$ cat src/rtl/route_sel_pkg.sv
package route_sel_pkg;
    localparam int NODE_W = 4;

    typedef enum logic [2:0] {
        MV_DELIVER = 3'd0,
        MV_UP      = 3'd1,
        MV_DOWN    = 3'd2,
        MV_LEFT    = 3'd3,
        MV_RIGHT   = 3'd4,
        MV_EXIT    = 3'd5
    } move_t;

    typedef enum logic [1:0] {
        CL_HOME   = 2'd0,
        CL_LOCAL  = 2'd1,
        CL_OUTLET = 2'd2
    } class_t;
endpackage

$ cat src/rtl/level_finder.sv
module level_finder #(
    parameter int LEVELS = 2,
    parameter int LW     = $clog2(LEVELS + 1)
) (
    input  logic [4*LEVELS-1:0] cur,
    input  logic [4*LEVELS-1:0] dst,
    output logic [LW-1:0]       lvl,
    output logic                col_diff
);
    // Scan upward so the highest differing pair is the last one written.
    always_comb begin
        lvl      = '0;
        col_diff = 1'b0;
        for (int k = 1; k <= LEVELS; k++) begin
            if (cur[4*k-1 -: 4] != dst[4*k-1 -: 4]) begin
                lvl      = LW'(k);
                col_diff = (cur[4*k-3 -: 2] != dst[4*k-3 -: 2]);
            end
        end
    end
endmodule

$ cat src/rtl/outlet_pick.sv
module outlet_pick #(
    parameter int                  LEVELS   = 2,
    parameter int                  LW       = $clog2(LEVELS + 1),
    parameter logic [4*LEVELS-1:0] OUTLET_H = '0,
    parameter logic [4*LEVELS-1:0] OUTLET_V = '0
) (
    input  logic [LW-1:0] lvl,
    input  logic          col_diff,
    output logic [3:0]    node
);
    always_comb begin
        node = '0;
        for (int k = 2; k <= LEVELS; k++) begin
            if (lvl == LW'(k)) begin
                node = col_diff ? OUTLET_H[4*k-1 -: 4] : OUTLET_V[4*k-1 -: 4];
            end
        end
    end
endmodule

$ cat src/rtl/cluster_step.sv
module cluster_step
    import route_sel_pkg::*;
(
    input  logic [3:0] here,
    input  logic [3:0] there,
    output move_t      mv
);
    logic [1:0] here_row, here_col, there_row, there_col;

    assign here_row  = here[3:2];
    assign here_col  = here[1:0];
    assign there_row = there[3:2];
    assign there_col = there[1:0];

    // Column first, then row; equal position means the cell sits on the target.
    always_comb begin
        if (there_col > here_col)      mv = MV_RIGHT;
        else if (there_col < here_col) mv = MV_LEFT;
        else if (there_row > here_row) mv = MV_DOWN;
        else if (there_row < here_row) mv = MV_UP;
        else                           mv = MV_EXIT;
    end
endmodule

$ cat src/rtl/route_sel.sv
module route_sel
    import route_sel_pkg::*;
#(
    parameter int                  LEVELS   = 2,
    parameter int                  LW       = $clog2(LEVELS + 1),
    parameter logic [4*LEVELS-1:0] OUTLET_H = 8'hD0,
    parameter logic [4*LEVELS-1:0] OUTLET_V = 8'h80
) (
    input  logic                clk,
    input  logic                rst_n,
    input  logic [4*LEVELS-1:0] cur_addr,
    input  logic [4*LEVELS-1:0] dst_addr,
    output logic [LW-1:0]       hop_level,
    output logic [3:0]          hop_node,
    output logic [2:0]          hop_move
);
    logic [LW-1:0] diff_lvl;
    logic          diff_col;
    logic [3:0]    outlet_node;
    logic [3:0]    target_c;
    move_t         step_mv;
    move_t         move_c;
    class_t        cls;

    level_finder #(.LEVELS(LEVELS), .LW(LW)) u_find (
        .cur      (cur_addr),
        .dst      (dst_addr),
        .lvl      (diff_lvl),
        .col_diff (diff_col)
    );

    outlet_pick #(
        .LEVELS   (LEVELS),
        .LW       (LW),
        .OUTLET_H (OUTLET_H),
        .OUTLET_V (OUTLET_V)
    ) u_outlet (
        .lvl      (diff_lvl),
        .col_diff (diff_col),
        .node     (outlet_node)
    );

    cluster_step u_step (
        .here  (cur_addr[3:0]),
        .there (target_c),
        .mv    (step_mv)
    );

    always_comb begin
        if (diff_lvl == '0)             cls = CL_HOME;
        else if (diff_lvl == LW'(1))    cls = CL_LOCAL;
        else                            cls = CL_OUTLET;
    end

    always_comb begin
        unique case (cls)
            CL_HOME: begin
                target_c = cur_addr[3:0];
                move_c   = MV_DELIVER;
            end
            CL_LOCAL: begin
                target_c = dst_addr[3:0];
                move_c   = step_mv;
            end
            CL_OUTLET: begin
                target_c = outlet_node;
                move_c   = step_mv;
            end
            default: begin
                target_c = cur_addr[3:0];
                move_c   = MV_DELIVER;
            end
        endcase
    end

    always_ff @(posedge clk) begin
        if (!rst_n) begin
            hop_level <= '0;
            hop_node  <= '0;
            hop_move  <= MV_DELIVER;
        end else begin
            hop_level <= diff_lvl;
            hop_node  <= target_c;
            hop_move  <= move_c;
        end
    end
endmodule

$ cat config.mk
export PLATFORM = sky130hd
export DESIGN_NAME = route_sel
export DESIGN_NICKNAME = d
export VERILOG_FILES = /design/src/rtl/route_sel_pkg.sv /design/src/rtl/level_finder.sv /design/src/rtl/outlet_pick.sv /design/src/rtl/cluster_step.sv /design/src/rtl/route_sel.sv
export SDC_FILE = /design/constraint.sdc
export NUM_CORES = 1
export LEC_CHECK = 0
export BUFFER_PORTS_ARGS = -buffer_cell sky130_fd_sc_hd__buf_2
export CAP_MARGIN = 20
export CORE_MARGIN = 10
export CORE_UTILIZATION = 40
export DETAILED_ROUTE_END_ITERATION = 7
export PLACE_DENSITY_LB_ADDON = 0.15
export SYNTH_ARGS = -nofsm -noshare
export SYNTH_HDL_FRONTEND = slang
export SYNTH_HIERARCHICAL = 1
export SYNTH_SLANG_ARGS = --single-unit
$ cat constraint.sdc
create_clock -name clk -period 1.98 [get_ports clk]
set_input_delay 0.099 -clock clk [delete_from_list [all_inputs] [get_ports clk]]
set_output_delay 0.099 -clock clk [all_outputs]
set_load 0.01 [all_outputs]
== Word-level counts from Yosys, hierarchy flattened ==
Cells that the tools add are included.

* Register bits: 9
* Word-level logic and storage cells: 35
* Output and inout port bits: 9
* Input bits: 18

* Bitwise gates (word level): 2
* Equality and inequality tests: 8
* Muxes and demuxes: 13
* Reductions and logical operators: 4
* $lt $le $gt $ge: 4

{| class="wikitable"
|+ Operators with widths
! cell !! count
|-
| 3-bit 2-to-1 mux || 5
|-
| 4-bit != test || 2
|-
| 4-bit case mux with 2 select lines || 1
|-
| 2-bit 2-to-1 mux || 3
|-
| 2-bit by 1-bit == test with 1-bit output (second input constant) || 2
|-
| 2-bit == test (second input constant) || 2
|-
| 2-bit > comparator || 2
|-
| 2-bit < comparator || 2
|-
| 4-bit 2-to-1 mux || 1
|-
| 2-bit != test || 2
|-
| 1-bit 2-to-1 mux || 3
|-
| 3-bit OR reduction || 1
|-
| 2-bit logical NOT || 1
|-
| 1-bit inverter || 2
|-
| 2-bit AND reduction || 1
|-
| 2-bit OR reduction || 1
|}

== Depth between registers and ports, before layout ==
Gate-level depths: netlist of the first run.

* Depth in word-level cells: 13
* Mapped depth: 13
* Depth with buffers taken out: 12

== Hierarchy ==
Netlist of the first run, hierarchy kept.

{| class="wikitable"
|+ By module, submodules not included
! module !! area each (µm²) !! cells each !! sequential area each (µm²) !! instances
|-
| route_sel || 351.6 || 34 || 180.2 || 1
|-
| cluster_step || 136.4 || 19 || 0.0 || 1
|-
| level_finder || 97.6 || 13 || 0.0 || 1
|-
| outlet_pick || 33.8 || 5 || 0.0 || 1
|}

== Worst setup path before layout of the first run ==
Ideal clock, no wire load.

* Path type: input port to flip-flop
* Start: input dst_addr[6]
* End: register hop_move[0]
* Setup time: 115 ps
* Buffers on the path: 1
* Stages: 11
* Arrival: 2,055 ps
* Setup slack: -190 ps
* Data required time: 1,865 ps
* Path through: xnor2_1 nand4_1 a31oi_1 buf_6 mux2i_1 a21oi_1 ha_1 nor2b_4 o21ai_2 a31o_1 and2_1

* Cells in the longest elaborated chain, start to end: 10
* Elaborated cells between the ends (all ways): 21
* Classes of those cells: 3 x order compare; 5 x eq/ne; 9 x mux; 1 x bitwise; 3 x reduce/logical

{| class="wikitable"
|+ RTL lines
! what !! line !! text
|-
| start: declaration || route_sel.sv:12 || <nowiki>input logic [4*LEVELS-1:0] dst_addr,</nowiki>
|-
| 4-bit != test (*) || level_finder.sv:15 || <nowiki>if (cur[4*k-1 -: 4] != dst[4*k-1 -: 4]) begin</nowiki>
|-
| 2-bit 2-to-1 mux (*) || level_finder.sv:15 ||
|-
| net diff_lvl[1] || route_sel.sv:17 || <nowiki>logic [LW-1:0] diff_lvl;</nowiki>
|-
| 2-bit by 1-bit == test with 1-bit output || route_sel.sv:51 || <nowiki>else if (diff_lvl == LW'(1)) cls = CL_LOCAL;</nowiki>
|-
| 2-bit 2-to-1 mux || route_sel.sv:51 ||
|-
| 2-bit 2-to-1 mux || route_sel.sv:50 || <nowiki>if (diff_lvl == '0) cls = CL_HOME;</nowiki>
|-
| 2-bit == test / 2-bit by 1-bit == test with 1-bit output (equally long branches) || route_sel.sv:56 || <nowiki>unique case (cls)</nowiki>
|-
| 4-bit case mux with 2 select lines (*) || route_sel.sv:56 ||
|-
| net target_c[3] || route_sel.sv:20 || <nowiki>logic [3:0] target_c;</nowiki>
|-
| 2-bit > comparator (*) || cluster_step.sv:19 || <nowiki>else if (there_row > here_row) mv = MV_DOWN;</nowiki>
|-
| 3-bit 2-to-1 mux (*) || cluster_step.sv:19 ||
|-
| 3-bit 2-to-1 mux (*) || cluster_step.sv:18 || <nowiki>else if (there_col < here_col) mv = MV_LEFT;</nowiki>
|-
| end signal: assignment || route_sel.sv:84 || <nowiki>hop_move <= move_c;</nowiki>
|-
| end: declaration || route_sel.sv:15 || <nowiki>output logic [2:0] hop_move</nowiki>
|}

Mark *: on every way through the listed nets, which the timed path passes. The rest lies on a longest branch.
A chain may end at the register's enable or synchronous reset.

== Final worst setup path of the first run ==
* Start: input dst_addr[4]
* End: register hop_move[2]

* Elaborated cells between the ends (all ways): 24
* Classes of those cells: 4 x order compare; 6 x eq/ne; 11 x mux; 3 x reduce/logical

{| class="wikitable"
|+ RTL lines
! what !! line !! text
|-
| 4-bit != test (*) || level_finder.sv:15 ||
|-
| 2-bit 2-to-1 mux (*) || level_finder.sv:15 ||
|-
| net diff_lvl[1] || route_sel.sv:17 ||
|-
| 2-bit by 1-bit == test with 1-bit output || route_sel.sv:51 ||
|-
| 2-bit 2-to-1 mux || route_sel.sv:51 ||
|-
| 2-bit 2-to-1 mux || route_sel.sv:50 ||
|-
| 2-bit == test / 2-bit by 1-bit == test with 1-bit output (equally long branches) || route_sel.sv:56 ||
|-
| 4-bit case mux with 2 select lines (*) || route_sel.sv:56 ||
|-
| net target_c[1] || route_sel.sv:20 ||
|-
| 2-bit < comparator || cluster_step.sv:18 ||
|-
| 3-bit 2-to-1 mux || cluster_step.sv:18 ||
|-
| 3-bit 2-to-1 mux (*) || cluster_step.sv:17 || <nowiki>if (there_col > here_col) mv = MV_RIGHT;</nowiki>
|-
| net step_mv[2] || route_sel.sv:21 || <nowiki>move_t step_mv;</nowiki>
|}

Marked as above.

==> results.sh, run 1 <==
export IMPL_critical_path_arrival_ps=2080
export IMPL_final_layout_size_suffix_gt1_share_pct=56.1
export IMPL_max_cap_violations=0
export IMPL_grt_pass1_vias=675
export IMPL_cts_buffer_depth=2
export IMPL_finalSetupViolations=0
export IMPL_cp_top_family="simple AND/OR/NAND/NOR gates"
export IMPL_synth_area_leaders="dfxtp_1 29%, xnor2_1 8.5%, ha_1 8.1%"
export IMPL_layout_nets=137
export IMPL_outcome="finished, final reports clean"
export IMPL_hold_viol=0
export IMPL_ys_types=27
export IMPL_final_core_util_pct=73.0
export IMPL_start_util_pct=41.6
export IMPL_synth_seq_cells=9
export IMPL_yosysTopAreaCellShare_pct=29.1
export IMPL_ys_warnings_count=6
export IMPL_netlist_top_cells_count="9 x dfxtp_1, 6 x inv_1, 6 x xnor2_1, 5 x a21oi_1, 5 x nor2b_1"
export IMPL_grt_max_degree=10
export IMPL_portBuffers=26
export IMPL_crit_path_cell_trace="buf_4, xnor2_4, nand4_1, a31oi_4, buf_6, mux2i_4, a21oi_2, ha_1, nand2_1, a31oi_1, nor2_1, and2_1"
export IMPL_critPathLaunchType="input pin"
export IMPL_post_dp_hpwl_microns=1260
export IMPL_grt_overflow=0
export IMPL_critical_path_max_stage_delay_ps=330
export IMPL_tritoncts="built"
export IMPL_first_iter_violations=10
export IMPL_drt_pass1_iter_count=4
export IMPL_routabilityCongestion=0.803
export IMPL_period_share_pct=97.3
export IMPL_syn_area_sq_um=619
export IMPL_path_class="input pin to flip-flop"
export IMPL_htree_num_levels=1
export IMPL_cp_depth=12
export IMPL_synthFlopType="dfxtp_1"
export IMPL_synth_area_per_cell_sq_um=8.72
export IMPL_syn_inst=71
export IMPL_max_freq_mhz=519
export IMPL_grt_pass1_wl_microns=2570
export IMPL_worstPathRequired_ps=2130
export IMPL_synth_edf_count=0
export IMPL_ios=27
export IMPL_ys_seq_area_share_pct=29.1
export IMPL_cts_root_buf="clkbuf_4"
export IMPL_cts_buffers=3
export IMPL_endpoint="hop_move[2]$_SDFF_PN0_"
export IMPL_antenna_cells=0
export IMPL_ant_nets=0
export IMPL_leakagePower_nw=0.509
export IMPL_crit_start="dst_addr[4]"
export IMPL_timing_critical_path_buf_inv=2
export IMPL_cp_slowest_cell="ha_1"
export IMPL_ir_worst_vdd_v=0.000320
export IMPL_antenna_found_initial=0
export IMPL_die_w_microns=59.4
export IMPL_setup_slack_ps=54.0
export IMPL_ys_async_sr_fraction_pct=0
export IMPL_synth_top_cell_by_area="dfxtp_1"
export IMPL_track_usage_pct=9.01
export IMPL_dieArea_sq_mm=0.00352
export IMPL_num_vias=632
export IMPL_wl_per_cell_microns=12.6
export IMPL_post_route_min_period_ps=1930
export IMPL_rows=14
export IMPL_syn2layout_area_growth_pct=75.6
export IMPL_drc=0
export IMPL_core_area_sq_mm=0.00149
export IMPL_clkSinkCount=9
export IMPL_end_kind="flip-flop"
export IMPL_rsz0062_at_grt="true"
export IMPL_path_clk_slew_ps=50
export IMPL_wl_microns=1640
export IMPL_critPathMaxFanout=5
export IMPL_maxSlewViolCount=0
export IMPL_syn_num_nets=93
export IMPL_power_density_mw_per_mm2=588
export IMPL_via_per_inst=4.86
export IMPL_place_ws_ps=-215
export IMPL_yosysMostFrequentCell="dfxtp_1"
export IMPL_die_y_microns=59.4
export IMPL_min_path_type="input pin to flip-flop"
==> power breakdown <==
part	internal (mW)	leakage, nW	switching (mW)
Combinational	0.165	0.419	0.134
Sequential	0.202	0.0750	0.00356
Clock	0.0772	0.0150	0.0577
Total	0.445	0.509	0.195
==> layout make-up <==
class / instances / area, sq um
clock buffers: 4 / 26.3
fillers: 109 / 402
inverters: 7 / 26.3
multi-input cells: 52 / 539
flip-flops and latches: 9 / 180
well taps: 16 / 20.0
repair buffers: 42 / 295
==> cell usage in the layout, fill, tap and decap left out, drive strengths merged, types with 5 or more instances in the layout <==
cell	instances
xnor2	6
buf	42
nor2b	6
inv	7
a21oi	5
dfxtp	9
==> metrics by stage <==
step | cell area (sq um) | hold WS, ps | std cells | power (mW) | TNS (ps)
after floorplan | 689 | 241 | 71 | 0.365 | -182
after global placement | 918 | 357 | 124 | 0.456 | -523
after detailed placement | 918 | 364 | 124 | 0.461 | -639
after CTS | 945 | 108 | 128 | 0.596 | 0
after global routing | 1090 | 128 | 130 | 0.685 | -81.3
final | 1090 | 110 | 130 | 0.640 | 0
==> how the worst min path moves through the flow <==
stage	from	depth (start not counted)	slack (ps)	end
2_1_floorplan	rst_n	1	240	hop_level[0]$_SDFF_PN0_
3_3_place_gp	rst_n	2	360	hop_level[0]$_SDFF_PN0_
3_5_place_dp	rst_n	2	360	hop_level[0]$_SDFF_PN0_
4_1_cts	rst_n	2	110	hop_level[0]$_SDFF_PN0_
5_1_grt	rst_n	2	130	hop_level[0]$_SDFF_PN0_
6_report	rst_n	2	110	hop_level[0]$_SDFF_PN0_
==> cells by family (layout without fill, tap and decap cells) <==
logic type	count (synthesis)	in the layout	share of synthesized area [%]
XOR/XNOR	8	8	11.3
AND/OR/NAND/NOR	19	19	18.6
AO/OA/AOI/OAI	16	16	17.4
other	1	1	0.605
flip-flops	9	9	29.1
adder cells (fa/ha/maj)	4	4	8.08
multiplexers	4	4	6.46
buffers and inverters	10	53	8.48
==> what timing repair did <==
item                                   CTS  global route
hold buffers                             0             0
resized for setup                        0            26
buffers inserted                         0             2
setup endpoints to repair                0             3
endpoints found under the hold margin    0             0
==> metal layers <==
metal	part of all wire (%)	track usage, %	routed length (microns)
met4	2.4	6.56	40
met3	8.0	1.93	131
met2	49	15.0	809
met5	0	0	0
met1	40	9.71	662
==> state kept, by name (all words and copies together), names as in the netlist <==
| register | count |
|---|---|
| hop_level | 2 |
| hop_move | 3 |
| hop_node | 4 |
Power figures use the tool's default switching activity.
==> run 2: changes to the inputs <==
--- a/config.mk
+++ b/config.mk
@@ -9,6 +9,7 @@
 export CAP_MARGIN = 20
 export CORE_MARGIN = 10
 export CORE_UTILIZATION = 40
+export CTS_BUF_LIST = sky130_fd_sc_hd__clkbuf_2
 export DETAILED_ROUTE_END_ITERATION = 7
 export PLACE_DENSITY_LB_ADDON = 0.15
 export SYNTH_ARGS = -nofsm -noshare
==> run 2 against run 1 <==
Combinational power about the same. Final cell count unchanged. First-iteration DRC count down 10%. Sequential cell count unchanged. Via count is 0.79% higher. Hold slack gained 17 ps. Core utilization down 0.42 points.
==> results.sh, run 2 (synthesized netlist as in run 1, its figures left out) <==
export IMPL_outcome="finished, final reports clean"
export IMPL_drt_pass1_iter_count=4
export IMPL_use_met2_pct=14.6
export IMPL_grt_pass1_vias=671
export IMPL_final_layout_size_suffix_gt1_share_pct=57.0
export IMPL_core_area_sq_mm=0.00149
export IMPL_crit_path_cell_trace="buf_4, xnor2_4, nand4_1, a31oi_4, buf_6, mux2i_4, a21oi_2, ha_1, nand2_1, a31oi_1, nor2_1, and2_1"
export IMPL_period_share_pct=98.0
export IMPL_power_density_mw_per_mm2=571
export IMPL_antenna_cells=0
export IMPL_cts_root_buf="clkbuf_2"
export IMPL_grt_pass1_wl_microns=2530
export IMPL_leakagePower_nw=0.511
export IMPL_critical_path_arrival_ps=2080
export IMPL_ant_nets=0
export IMPL_grt_overflow=0
export IMPL_largestRegisters="hop_node (4), hop_move (3), hop_level (2)"
export IMPL_path_class="input pin to flip-flop"
export IMPL_via_per_inst=4.90
export IMPL_die_w_microns=59.4
export IMPL_layout_common_cells="20 x buf_2, 15 x buf_4, 9 x dfxtp_1, 6 x inv_1, 6 x buf_6"
export IMPL_die_y_microns=59.4
export IMPL_cts_buffer_depth=2
export IMPL_syn2layout_area_growth_pct=74.5
export IMPL_post_route_min_period_ps=1940
export IMPL_grt_max_degree=10
export IMPL_maxSlewViolCount=0
export IMPL_wl_microns=1650
export IMPL_largest_reg_flops=4
export IMPL_cts_buffers=3
export IMPL_dieArea_sq_mm=0.00352
export IMPL_rsz0062_at_grt="true"
export IMPL_fin_area_sq_mm=0.00108
export IMPL_gr_usage_met1_pct=9.70
export IMPL_hold_viol=0
export IMPL_cp_slowest_cell="ha_1"
export IMPL_busiest_layer="met2"
export IMPL_min_path_cells=2
export IMPL_max_freq_mhz=516
export IMPL_portBuffers=26
export IMPL_nFillCells=108
export IMPL_min_path_type="input pin to flip-flop"
export IMPL_setup_slack_ps=40.4
export IMPL_ir_worst_vdd_v=0.000305
export IMPL_wl_per_cell_microns=12.7
export IMPL_min_to="hop_level[0]$_SDFF_PN0_"
export IMPL_critPathMaxFanout=5
export IMPL_hold_buffers=0
export IMPL_met3_usage_pct=1.93
export IMPL_path_clk_slew_ps=80
export IMPL_ios=27
export IMPL_tritoncts="built"
export IMPL_dpl_cell_area_sq_um=918
export IMPL_first_iter_violations=9
export IMPL_end_kind="flip-flop"
export IMPL_layout_nets=137
export IMPL_max_cap_violations=0
export IMPL_finalSetupViolations=0
export IMPL_htree_num_levels=1
export IMPL_worstHoldStart="rst_n"
export IMPL_final_core_util_pct=72.6
export IMPL_final_common_cell="buf_2"
export IMPL_place_ws_ps=-215
export IMPL_worstPathRequired_ps=2120
export IMPL_clkSinkCount=9
export IMPL_p_total_mw=0.618
export IMPL_start_util_pct=41.6
export IMPL_rows=14
export IMPL_antenna_found_initial=0
export IMPL_track_usage_pct=8.88
export IMPL_critPathLaunchType="input pin"
export IMPL_critical_path_max_stage_delay_ps=330
export IMPL_routabilityCongestion=0.803
export IMPL_drc=0
export IMPL_num_vias=637
export IMPL_post_dp_hpwl_microns=1260
export IMPL_largest_register="hop_node"
==> run 2: cell counts in the layout (fill, tap and decap cells not counted) <==
Identical to the previous run, type by type.
==> run 2: how the worst max path moves through the flow <==
stage | from | to | slack (ps) | cells past startpoint
2_1_floorplan | dst_addr[5] | hop_move[0]$_SDFF_PN0_ | -100 | 11
3_3_place_gp | dst_addr[5] | hop_move[0]$_SDFF_PN0_ | -180 | 13
3_5_place_dp | dst_addr[7] | hop_move[2]$_SDFF_PN0_ | -220 | 11
4_1_cts | dst_addr[4] | hop_move[0]$_SDFF_PN0_ | 40 | 13
5_1_grt | dst_addr[6] | hop_move[2]$_SDFF_PN0_ | -60 | 12
6_report | dst_addr[4] | hop_move[2]$_SDFF_PN0_ | 40 | 12
==> run 2: through the flow <==
| stage | hold WS (ps) | setup TNS (ps) | instances |
|---|---|---|---|
| final | 127 | 0 | 130 |
| after CTS | 115 | 0 | 128 |
| after floorplan | 241 | -182 | 71 |
| after detailed placement | 364 | -639 | 124 |
| after global routing | 125 | -95.0 | 130 |
| after global placement | 357 | -523 | 124 |
==> run 2: worst max-delay path, delay by kind of cell <==
kind,cells,cell delay [ps]
AO/OA/AOI/OAI,3,470
XOR/XNOR,1,140
adder cells (fa/ha/maj),1,330
buffers and inverters,2,310
multiplexers,1,250
AND/OR/NAND/NOR,4,480
==> run 2: layout make-up <==
class / instances / area, sq um / share of cell area [%]
clock buffer: 4 / 20.0 / 1.85
inverter: 7 / 26.3 / 2.43
multi-input combinational: 52 / 539 / 49.9
sequential: 9 / 180 / 16.7
tap: 16 / 20.0 / 1.85
timing repair buffer: 42 / 295 / 27.3
==> run 2: what timing repair did <==
| action | in CTS | in global routing |
|---|---|---|
| buffers inserted | 0 | 2 |
| endpoints found under the setup margin | 0 | 3 |
| resized for setup | 0 | 26 |
==> run 2: layer usage <==
layer / up-vias / wire [microns]
li1: 325 / -
met1: 278 / 674
met2: 30 / 796
met3: 4 / 148
met4: 0 / 34
met5: - / 0
==> run 2: power breakdown <==
group          leakage, nW  internal [mW]  total (mW)  switching, mW
Clock               0.0166         0.0537       0.113         0.0592
Combinational        0.419          0.165       0.300          0.134
Sequential          0.0750          0.202       0.205        0.00346
==> run 3: changes to the inputs <==
--- a/config.mk
+++ b/config.mk
@@ -5,6 +5,7 @@
 export SDC_FILE = /design/constraint.sdc
 export NUM_CORES = 1
 export LEC_CHECK = 0
+export ABC_AREA = 1
 export BUFFER_PORTS_ARGS = -buffer_cell sky130_fd_sc_hd__buf_2
 export CAP_MARGIN = 20
 export CORE_MARGIN = 10
==> run 3 against run 2 <==
Non-clock buffer count decreased by 14. Hold slack got worse by 4.3 ps. Critical endpoint is now hop_move[1]$_SDFF_PN0_. Die area grew 12%. Combinational power decreased by 30%. Synthesized cell count increased by 79%. Setup slack better by 210 ps. Total power fell by 15%. Sequential share of layout area rose by 3.1 points. Clock power fell by 4%. Critical path depth up 6.
==> results.sh, run 3 <==
export IMPL_post_route_min_period_ps=1730
export IMPL_ys_types=13
export IMPL_rows=15
export IMPL_synth_area_leaders="nand2_1 27%, dfxtp_1 25%, inv_1 18%"
export IMPL_critPathLaunchType="input pin"
export IMPL_ys_async_sr_fraction_pct=0
export IMPL_netlist_top_cells_count="52 x nand2_1, 35 x inv_1, 9 x dfxtp_1, 6 x nand3_1"
export IMPL_rsz0062_at_grt="false"
export IMPL_cts_resized=0
export IMPL_path_clk_slew_ps=80
export IMPL_track_usage_pct=8.50
export IMPL_drc=0
export IMPL_syn_num_nets=149
export IMPL_post_synth_fa_ha_maj_area_fraction_pct=6.86
export IMPL_setup_slack_ps=255
export IMPL_grt_pass1_vias=746
export IMPL_synth_top_cell_by_area="nand2_1"
export IMPL_cp_slowest_cell="ha_1"
export IMPL_synth_compound_area_share_pct=3.09
export IMPL_hold_viol=0
export IMPL_setup_tns_final_ps=0
export IMPL_cts_root_buf="clkbuf_2"
export IMPL_final_layout_size_suffix_gt1_share_pct=28.7
export IMPL_synth_xor_area_share_pct=0
export IMPL_synth_top_family_by_area="simple AND/OR/NAND/NOR gates"
export IMPL_dpl_cell_area_sq_um=891
export IMPL_synth_simple_area_share_pct=44.3
export IMPL_largestRegisters="hop_node (4), hop_move (3), hop_level (2)"
export IMPL_cts_buffers=3
export IMPL_yosysTopAreaCellShare_pct=26.8
export IMPL_largest_reg_flops=4
export IMPL_tritoncts="built"
export IMPL_critical_path_max_stage_delay_ps=270
export IMPL_drt_pass1_iter_count=4
export IMPL_ys_seq_area_share_pct=24.7
export IMPL_synth_seq_cells=9
export IMPL_clkSinkCount=9
export IMPL_postCtsSetupBuffers=0
export IMPL_wl_microns=1570
export IMPL_via_per_inst=4.11
export IMPL_cp_top_family="simple AND/OR/NAND/NOR gates"
export IMPL_syn2layout_area_growth_pct=24.9
export IMPL_layout_common_cells="52 x nand2_1, 35 x inv_1, 26 x buf_2, 9 x dfxtp_1, 6 x nand3_1"
export IMPL_hold_buffers=0
export IMPL_outcome="finished, final reports clean"
export IMPL_post_dp_hpwl_microns=1400
export IMPL_finalSetupViolations=0
export IMPL_portBuffers=26
export IMPL_start_util_pct=42.2
export IMPL_syn_area_sq_um=729
export IMPL_die_w_microns=62.7
export IMPL_ios=27
export IMPL_largest_register="hop_node"
export IMPL_wl_per_cell_microns=8.61
export IMPL_worstPathRequired_ps=2100
export IMPL_critical_path_arrival_ps=1840
export IMPL_end_kind="flip-flop"
export IMPL_period_share_pct=87.1
export IMPL_synth_edf_count=0
export IMPL_fin_area_sq_um=911
export IMPL_first_iter_violations=14
export IMPL_antenna_found_initial=0
export IMPL_cts_buffer_depth=2
export IMPL_min_path_type="input pin to flip-flop"
export IMPL_max_cap_violations=0
export IMPL_ir_worst_vdd_v=0.000295
export IMPL_grt_max_degree=9
export IMPL_leakagePower_nw=0.651
export IMPL_grt_pass1_wl_microns=2930
export IMPL_final_core_util_pct=52.8
export IMPL_antenna_cells=0
export IMPL_maxSlewViolCount=0
export IMPL_max_freq_mhz=580
export IMPL_die_y_microns=62.7
export IMPL_place_ws_ps=-2.24
export IMPL_muxShareOfSynthArea_pct=0
export IMPL_htree_num_levels=1
export IMPL_synthFlopType="dfxtp_1"
export IMPL_routabilityCongestion=0.811
export IMPL_dieArea_sq_mm=0.00393
export IMPL_synth_area_per_cell_sq_um=5.74
export IMPL_ys_warnings_count=6
export IMPL_final_common_cell="nand2_1"
export IMPL_ant_nets=0
export IMPL_critPathMaxFanout=5
export IMPL_syn_inst=127
export IMPL_yosysMostFrequentCell="nand2_1"
export IMPL_path_class="input pin to flip-flop"
export IMPL_core_area_sq_mm=0.00173
export IMPL_power_density_mw_per_mm2=576
export IMPL_num_vias=748
export IMPL_layout_nets=180
export IMPL_crit_top_cell="nand2_1"
export IMPL_grt_overflow=0
export IMPL_crit_path_cell_trace="buf_2, inv_1, nand2_1, nand2_1, nand2_1, nor2_1, nor2_1, buf_4, nor2_2, nand2_1, nand3_2, inv_1, ha_1, nand2_1, inv_1, nand3_1, nand2_1, a21boi_1"
export IMPL_timing_critical_path_buf_inv=5
run 3: cell count changes after synthesis, sizes merged, moves of 5 or more:
cell   delta
inv      +29
xnor2     -6
a21oi     -5
nor2b     -6
nand3    +10
nand2    +53
run 3: path summary, 6_finish.rpt:
| path | from | endpoint | slack [ps] | depth (start not counted) |
|---|---|---|---|---|
| max | cur_addr[0] | hop_move[1]$_SDFF_PN0_ | 250 | 18 |
| min | rst_n | hop_node[1]$_SDFF_PN0_ | 120 | 3 |
run 3: where the power goes:
part	total [mW]	internal (mW)	switching [mW]
Clock	0.108	0.0538	0.0545
Sequential	0.205	0.202	0.00330
Combinational	0.211	0.0892	0.122
run 3: logic make-up after synthesis:
kind of cell	after synthesis
compound gates	3
fa+ha+maj	4
buf+inv	38
flops	9
other cells	1
simple gates	72
run 3: cell type report:
class | instances | area, sq um
repair buffers | 28 | 145
fillers | 198 | 816
well taps | 25 | 31.3
flip-flops and latches | 9 | 180
clock buffers | 4 | 20.0
multi-input cells | 80 | 399
inverters | 36 | 135
run 3: metrics by stage:
stage	power, mW	std cells	hold slack, ps
after floorplan	0.357	127	197
after global placement	0.417	178	355
after detailed placement	0.423	178	357
after CTS	0.532	182	116
after global routing	0.589	182	124
final	0.524	182	123
run 3: per-layer routing:
layer	GRT usage, %	vias up	wire (microns)
met5	0	-	0
met3	2.51	2	67
met1	8.93	309	682
li1	-	421	-
met2	15.4	16	802
met4	3.35	0	14
